===== src/rtl/i2c_tgt_rx_dma.sv =====
module i2c_tgt_rx_dma #(
  parameter int AW = 32,
  parameter int LW = 16
) (
  input  logic          clk,
  input  logic          rst_n,
  input  logic          reg_wr,
  input  logic [2:0]    reg_addr,
  input  logic [31:0]   reg_wdata,
  output logic [31:0]   reg_rdata,
  input  logic          ev_start,
  input  logic          ev_byte,
  input  logic [7:0]    ev_data,
  input  logic          ev_stop,
  output logic          ev_ack,
  output logic          ev_nack,
  output logic          mem_req,
  output logic [AW-1:0] mem_addr,
  output logic [7:0]    mem_data,
  input  logic          mem_gnt,
  output logic [6:0]    tgt_addr,
  output logic          irq
);
  localparam int CW = LW + 1;

  typedef enum logic [1:0] {S_IDLE, S_ACTIVE, S_WAIT} st_t;
  st_t st;

  logic [6:0]    dev_q;
  logic [AW-1:0] base_q, waddr_q;
  logic [31:0]   len_q, cmd_q;
  logic [3:0]    stat_q;
  logic [CW-1:0] wlen_q, rxcnt_q;
  logic [7:0]    byte_q;

  wire en = cmd_q[0];

  assign mem_req  = (st == S_WAIT);
  assign mem_addr = waddr_q;
  assign mem_data = byte_q;
  assign irq      = |stat_q;

  always_comb begin
    case (reg_addr)
      3'd0: reg_rdata = {25'b0, dev_q};
      3'd1: reg_rdata = 32'(base_q);
      3'd2: reg_rdata = len_q;
      3'd3: reg_rdata = cmd_q;
      3'd4: reg_rdata = {28'b0, stat_q};
      3'd5: reg_rdata = 32'(rxcnt_q);
      3'd6: reg_rdata = 32'(waddr_q);
      default: reg_rdata = 32'(wlen_q);
    endcase
  end

  always_ff @(posedge clk or negedge rst_n) begin
    if (!rst_n) begin
      st <= S_IDLE;
      dev_q <= '0; base_q <= '0; len_q <= '0; cmd_q <= '0;
      stat_q <= '0; waddr_q <= '0; wlen_q <= '0; rxcnt_q <= '0;
      byte_q <= '0; tgt_addr <= '0; ev_ack <= 1'b0; ev_nack <= 1'b0;
    end else begin
      ev_ack  <= 1'b0;
      ev_nack <= 1'b0;
      if (reg_wr) begin
        case (reg_addr)
          3'd0: dev_q <= reg_wdata[6:0];
          3'd1: base_q <= reg_wdata[AW-1:0];
          3'd2: if (reg_wdata[31]) len_q[LW-1:0] <= reg_wdata[LW-1:0];
                else len_q <= reg_wdata;
          3'd3: begin
            cmd_q    <= reg_wdata[31] ? (cmd_q | reg_wdata) : reg_wdata;
            tgt_addr <= dev_q;
          end
          3'd4: stat_q <= stat_q & ~reg_wdata[3:0];
          3'd5: rxcnt_q <= '0;
          default: ;
        endcase
      end
      case (st)
        S_WAIT: if (mem_gnt) begin
          waddr_q <= waddr_q + 1'b1;
          wlen_q  <= wlen_q - 1'b1;
          rxcnt_q <= rxcnt_q + 1'b1;
          ev_ack  <= 1'b1;
          st      <= S_ACTIVE;
        end
        default: begin
          if (ev_start) begin
            if (!en) ev_nack <= 1'b1;
            else begin
              rxcnt_q <= '0;
              waddr_q <= base_q;
              wlen_q  <= {1'b0, len_q[LW-1:0]} + 1'b1;
              ev_ack  <= 1'b1;
              st      <= S_ACTIVE;
            end
          end else if (ev_byte) begin
            if (st == S_ACTIVE && wlen_q != '0) begin
              byte_q <= ev_data;
              st     <= S_WAIT;
            end else ev_nack <= 1'b1;
          end else if (ev_stop && st == S_ACTIVE) begin
            stat_q <= stat_q | 4'hF;
            st     <= S_IDLE;
          end
        end
      endcase
    end
  end

  AST_REFUSE_QUIET: assert property (@(posedge clk) disable iff (!rst_n)
    (ev_start && !en && st != S_WAIT) |=> (ev_nack && !ev_ack && $stable(waddr_q) && $stable(wlen_q)));
  AST_START_LOAD: assert property (@(posedge clk) disable iff (!rst_n)
    (ev_start && en && st != S_WAIT) |=> (ev_ack && rxcnt_q == '0));
  AST_BYTE_STEP: assert property (@(posedge clk) disable iff (!rst_n)
    (mem_req && mem_gnt) |=> (waddr_q == $past(waddr_q) + 1'b1 && ev_ack));
  AST_STOP_FLAGS: assert property (@(posedge clk) disable iff (!rst_n)
    (ev_stop && !ev_start && !ev_byte && st == S_ACTIVE) |=> (stat_q == 4'hF && irq));
  AST_REQ_HOLD: assert property (@(posedge clk) disable iff (!rst_n)
    (mem_req && !mem_gnt) |=> (mem_req && $stable(mem_addr) && $stable(mem_data) && !ev_ack));
  AST_NO_OVERFLOW: assert property (@(posedge clk) disable iff (!rst_n)
    (ev_byte && !ev_start && st == S_ACTIVE && wlen_q == '0) |=> (!mem_req && ev_nack));
  AST_ONE_RESPONSE: assert property (@(posedge clk) disable iff (!rst_n)
    $onehot0({ev_ack, ev_nack}));
endmodule


===== config.mk =====
export PLATFORM = sky130hd
export DESIGN_NAME = i2c_tgt_rx_dma
export DESIGN_NICKNAME = d
export VERILOG_FILES = /design/src/rtl/i2c_tgt_rx_dma.sv
export SDC_FILE = /design/constraint.sdc
export NUM_CORES = 1
export LEC_CHECK = 0
export BUFFER_PORTS_ARGS = -buffer_cell sky130_fd_sc_hd__buf_4
export CORE_MARGIN = 10
export CORE_UTILIZATION = 59
export DETAILED_ROUTE_END_ITERATION = 8
export HOLD_SLACK_MARGIN = 0.1
export PLACE_DENSITY = 0.89
export SYNTH_ARGS = -nofsm -noshare
export SYNTH_HDL_FRONTEND = slang
export SYNTH_SLANG_ARGS = --single-unit
export TNS_END_PERCENT = 10

===== constraint.sdc =====
create_clock -name clk -period 2.9 [get_ports clk]
set_input_delay 0 -clock clk [delete_from_list [all_inputs] [get_ports clk]]
set_output_delay 0 -clock clk [all_outputs]
set_load 0.01 [all_outputs]

==> flow_metrics.tcl, run 1 <==
set metrics [dict create \
    gp_congestion 0.961 \
    placed_cells 1344 \
    overflow 0 \
    yosysWarnings 0 \
    seq_area_frac_synth_pct 46.7 \
    final_cell_count_no_fill 1422 \
    endpoint_kind "flop" \
    htreeDepth 4 \
    ys.flop_type "dfrtp_1" \
    io-pin-count 133 \
    postSynthAreaPerCell_sq_um 10.0 \
    layout-drive-gt1-share_pct 26.5 \
    reg2reg_to "ev_nack" \
    portBuffers 132 \
    synthArstFlopShare_pct 100 \
    dieArea_sq_um 23000 \
    cp_cell_sequence "or4_4 > or4_4 > or2_4 > a311oi_1 > dlygate4sd3_1" \
    drt-vias-per-instance 6.85 \
    hold_viol_final 0 \
    setup_ws_ns 0.230 \
    ys_types 70 \
    cp_max_fo 7 \
    rsz0062_at_grt "false" \
    cts_tree "done" \
    vdd_drop_max_uv 516 \
    ys_seq_elements 191 \
    grt_pass1_vias 9397 \
    hold_path.class "in -> async" \
    final.setup_skew_ns 0.0123 \
    slowest_stage "or4_4" \
    drv_cap 0 \
    diodes 0 \
    area_growth_syn_to_layout_pct 23.3 \
    crit_arrival_ns 3.06 \
    period_minus_slack_ns 2.67 \
    placementRows 48 \
    period_share_pct 92.1 \
    crit_top_cell "or4_4" \
    slew_violations 0 \
    grt_max_degree 70 \
    dp_hpwl_mm 23.3 \
    core-area_sq_um 17200 \
    drcViolationCount 0 \
    via_count 9737 \
    die_y_um 152 \
    slew_headroom_pct 40.7 \
    critPathLaunchType "flop" \
    worstRegToRegCells 5 \
    cp.buffers_inverters 1 \
    critical_path_class "reg -> reg" \
    finalSetupViolCount 0 \
    max_freq_ghz 0.374 \
    layout_common_cells "191 x dfrtp_1, 163 x buf_4, 94 x mux2_2" \
    drt_first_pass_iters 6 \
    r2r_start "wlen_q[10]" \
    numCtsBuffers 17 \
    power.density_nw_per_um2 866 \
    nNetsFinal 1239 \
    place_ws_ns 0.515 \
    die_w_um 152 \
    power_mw 10.9 \
    wl_mm 34.4 \
    postCtsSetupBuffers 0 \
    track_usage_pct 29.8 \
    status "finished, final reports clean" \
    final_common_cell "dfrtp_1" \
    clk_pin_slew_ns 0.08 \
    insertion_delay_ns 0.44 \
    drtIter0Drc 1514 \
    synth_edf_count 0 \
    tns_ns 0 \
    p_leak_nw 5.51 \
    required_ns 3.29 \
    syn_nets 1079 \
    ant_nets 0 \
    cpPeakStageDelay_ns 0.58 \
    syn_area_sq_um 10200 \
    cts_max_path_buffers 2 \
    post_drt_wl_per_cell_um 24.2 \
    root_buffer "clkbuf_16" \
    start_util_pct 59.6 \
    synthCells 1024 \
    critPathTopFamily "simple AND/OR/NAND/NOR gates" \
    fillers 1172 \
    tightestPinTransition_ns 0.885 \
    clock_sink_count 191 \
    reg2reg_slack_ns 0.23 \
    grt_pass1_wl_mm 53.7 \
    antenna_found_initial 0 \
]
[per-layer routing]
layer  track usage, %  up-vias  routed length [um]
met2             45.3      723               16100
met3             8.08       97                3870
met1             40.2     4765               13400
li1                 -     4152                   -
met5                0        -                   0
met4             10.3        0                1110
[repair_timing]
action / 4_1_cts / 5_1_grt
hold buffers: 46 / 0
gates resized for setup: 0 / 0
endpoints found under the hold margin: 247 / 0
[through the flow]
step                      hold WS [ns]  utilization, %  area [sq um]
after floorplan                 -0.296               -         10200
after global placement          0.0354            67.3         11600
after detailed placement        0.0423            67.3         11600
after CTS                        0.149            73.5         12600
after global routing             0.179            73.5         12600
final                            0.126            73.5         12600
[cells by family (layout without fill, tap and decap cells)]
group           count (synthesis)  after routing  synth area share [%]
simple gates                  302            302                  14.5
xor+xnor                       12             12                  1.03
flops                         191            191                  46.7
fa+ha+maj                       5              5                 0.611
mux                           136            136                  15.5
compound gates                294            294                  18.5
buf+inv                        84            257                  3.13
[worst max path at each step]
stage | cells after the start | startpoint | slack (ns) | endpoint
after detailed placement | 5 | wlen_q[10] | 0.52 | mem_data[1]
after global placement | 5 | wlen_q[10] | 0.57 | mem_data[1]
after CTS | 5 | wlen_q[10] | 0.23 | ev_nack
final | 5 | wlen_q[10] | 0.23 | ev_nack
after floorplan | 5 | wlen_q[10] | 0.65 | mem_data[0]
after global routing | 5 | wlen_q[10] | 0.19 | ev_nack
[cell type report]
type,instances,area (sq um),area share (%)
Clock inverter,15,190,1.51
Timing Repair Buffer,212,1740,13.8
Inverter,13,48.8,0.386
Clock buffer,17,425,3.37
Tap cell,225,282,2.23
Sequential cell,191,4780,37.8
Multi-Input combinational cell,749,5170,40.9
[flip-flops by register name (all words and copies together), names as in the netlist, 8 cells and up]
register	cells
mem_addr	32
cmd_q	32
mem_data	8
base_q	32
len_q	31
wlen_q	17
rxcnt_q	17
[synthesized netlist by cell type (all sizes together) (3+ instances only)]
master,number,share of area (%)
a211oi,6,0.44
a21o,5,0.37
a21oi,77,3.8
a221oi,7,0.60
a22o,32,2.7
a22oi,5,0.37
a2bb2oi,3,0.26
a311oi,6,0.51
a31oi,17,1.0
a41oi,4,0.34
and2,4,0.24
and3,12,0.73
and4,11,0.94
buf,16,0.62
clkbuf,55,2.0
dfrtp,191,47
ha,5,0.61
inv,12,0.44
mux2,94,10
mux2i,33,3.2
mux4,9,2.0
nand2,78,2.9
nand2b,6,0.37
nand3,29,1.5
nand4,22,1.3
nor2,90,3.3
nor3,19,0.93
nor4,4,0.31
o211ai,5,0.37
o21a,5,0.37
o21ai,79,3.9
o22a,7,0.60
o22ai,7,0.43
o2bb2a,3,0.29
o31ai,7,0.51
o41ai,4,0.34
or3,9,0.55
or4,7,0.60
xnor2,7,0.60
xor2,5,0.43
[power by group]
part	leakage (nW)	internal (mW)	switching [mW]	total, mW
Sequential	2.32	3.47	1.12	4.58
Clock	0.300	1.25	1.21	2.45
Combinational	2.89	1.85	2.05	3.90
Total	5.51	6.56	4.38	10.9
No activity file was read; power rests on OpenSTA's default activity.
==> run 2, diff against run 1 <==
==> config.mk (replaced) <==
export PLATFORM = sky130hd
export DESIGN_NAME = i2c_tgt_rx_dma
export DESIGN_NICKNAME = d
export VERILOG_FILES = /design/src/rtl/i2c_tgt_rx_dma.sv
export SDC_FILE = /design/constraint.sdc
export NUM_CORES = 1
export LEC_CHECK = 0
export CORE_MARGIN = 10
export CORE_UTILIZATION = 60
export DETAILED_ROUTE_END_ITERATION = 8
export DONT_BUFFER_PORTS = 1
export HOLD_SLACK_MARGIN = 0.1
export PLACE_DENSITY = 0.84
export SYNTH_ARGS = -nofsm -noshare
export SYNTH_HDL_FRONTEND = slang
export SYNTH_SLANG_ARGS = --single-unit
export TNS_END_PERCENT = 10
==> run 2 against run 1 <==
Effect of this change:
- the run now ends with hold timing left
- sequential share of layout area grew 3.4 points
- routed wire length shrank 6.6%
- non-clock buffer count shrank 135
- critical path depth is the same
- clock power shrank 3%
- clock skew shrank 0.0017 ns
- core utilization shrank 3.9 points
- clock-buffer cell count is the same
- largest cell class unchanged
- via count shrank 7.4%
- register-to-register slack is essentially flat
- maximum frequency shrank 0.16%
- combinational power shrank 26%
==> flow_metrics.tcl, run 2 (synthesis gave the netlist of run 1 again) <==
set metrics [dict create \
    drt_first_pass_iters 6 \
    finalSetupViolCount 0 \
    ant_nets 0 \
    drv_cap 0 \
    period_minus_slack_ns 2.67 \
    cts_resized 0 \
    hold_path.class "in -> async" \
    power.density_nw_per_um2 866 \
    slew_violations 0 \
    die_y_um 151 \
    dieArea_sq_um 22700 \
    io-pin-count 133 \
    start_util_pct 61.5 \
    fillers 1156 \
    track_usage_pct 28.3 \
    status "finished, violations left" \
    gp_congestion 0.952 \
    via_count 9016 \
    vdd_drop_max_uv 629 \
    root_buffer "clkbuf_16" \
    rsz0062_at_grt "false" \
    hold_viol_final 191 \
    violations "hold timing" \
    nNetsFinal 1104 \
    final_common_cell "dfrtp_1" \
    slew_headroom_pct 44.4 \
    cts_max_path_buffers 2 \
    clock_sink_count 191 \
    cts_tree "done" \
    layout_common_cells "191 x dfrtp_1, 94 x mux2_2, 89 x nor2_1" \
    critical_path_class "reg -> reg" \
    p_leak_nw 4.82 \
    dp_hpwl_mm 21.5 \
    fin_util_pct 69.6 \
    max_freq_ghz 0.374 \
    overflow 0 \
    grt_pass1_wl_mm 50.1 \
    numCtsBuffers 17 \
    drcViolationCount 0 \
    critPathLaunchType "flop" \
    tightestPinTransition_ns 0.831 \
    endpoint_kind "flop" \
    area_growth_syn_to_layout_pct 13.1 \
    clk_pin_slew_ns 0.08 \
    period_share_pct 92.2 \
    drt-vias-per-instance 7.03 \
    crit_arrival_ns 3.06 \
    wl_mm 32.2 \
    placementRows 47 \
    tns_ns 0 \
    postCtsHoldBufs 51 \
    portBuffers 0 \
    htreeDepth 4 \
    core-area_sq_um 16600 \
    cp_max_fo 7 \
    antenna_found_initial 1 \
    post_drt_wl_per_cell_um 25.1 \
    drtIter0Drc 1127 \
    postCtsSetupBuffers 0 \
    grt_pass1_vias 8511 \
    final.setup_skew_ns 0.0106 \
    holdWs_ns -0.745 \
    die_w_um 151 \
    insertion_delay_ns 0.45 \
    grt_max_degree 192 \
    layout-drive-gt1-share_pct 16.7 \
    required_ns 3.29 \
]
## run 2: cell count changes in the layout (fill, tap and decap cells not counted)
cell,before,now
diode_2,0,1
clkinvlp_4,0,3
dlygate4sd3_1,46,51
buf_12,2,1
buf_4,163,25
clkinv_8,4,2
clkbuf_8,1,0
inv_6,5,4
## run 2: layout make-up
class                      instances  area (sq um)  area share [%]
antenna                            1          2.50          0.0216
clock inverter                    15           171            1.48
inverter                          13          48.8           0.421
clock buffer                      17           425            3.67
tap                              220           275            2.38
timing repair buffer              77           718            6.20
sequential                       191          4780            41.2
multi-input combinational        749          5170            44.6
## run 2: path summary, 6_finish.rpt
kind                              from      endpoint  slack [ns]  depth (start not counted)
max in group asynchronous        rst_n    rxcnt_q[4]        3.42                          0
min in group clk           reg_addr[1]  reg_rdata[0]        0.11                          1
setup reg to reg            wlen_q[10]       ev_nack        0.23                          5
setup / recovery            wlen_q[10]       ev_nack        0.23                          5
hold / removal                   rst_n     cmd_q[18]       -0.74                          0
hold reg to reg              cmd_q[14]     cmd_q[14]        0.51                          1
## run 2: per-layer routing
metal	vias to the layer above	track usage, %	wire, um
met2	588	41.5	14400
met5	-	0	0
met4	0	11.7	1260
met3	94	8.58	3760
li1	3889	-	-
met1	4445	38.4	12700
## run 2: power by group
| part | internal, mW | switching [mW] | total (mW) |
|---|---|---|---|
| registers | 3.47 | 1.32 | 4.78 |
| logic | 1.32 | 1.54 | 2.87 |
| clock network | 1.23 | 1.15 | 2.38 |
| total | 6.02 | 4.01 | 10.0 |
## run 2: critical path: stages (launching register included)
cell and delay, ns:
dfrtp_1 0.46, or4_4 0.57, or4_4 0.47, or2_4 0.30, a311oi_1 0.24, dlygate4sd3_1 0.57
## run 2: per-stage QoR
stage / hold WS (ns) / setup WS, ns / total power, mW / instance area, sq um / cells
finish: -0.745 / 0.225 / 10.0 / 11600 / 1283
global placement: -0.286 / 0.564 / 7.34 / 10500 / 1199
CTS: -0.765 / 0.241 / 9.93 / 11600 / 1282
global route: -0.758 / 0.133 / 10.5 / 11600 / 1283
floorplan: -0.296 / 0.646 / 6.47 / 10200 / 1024
detailed placement: -0.287 / 0.479 / 7.47 / 10500 / 1199
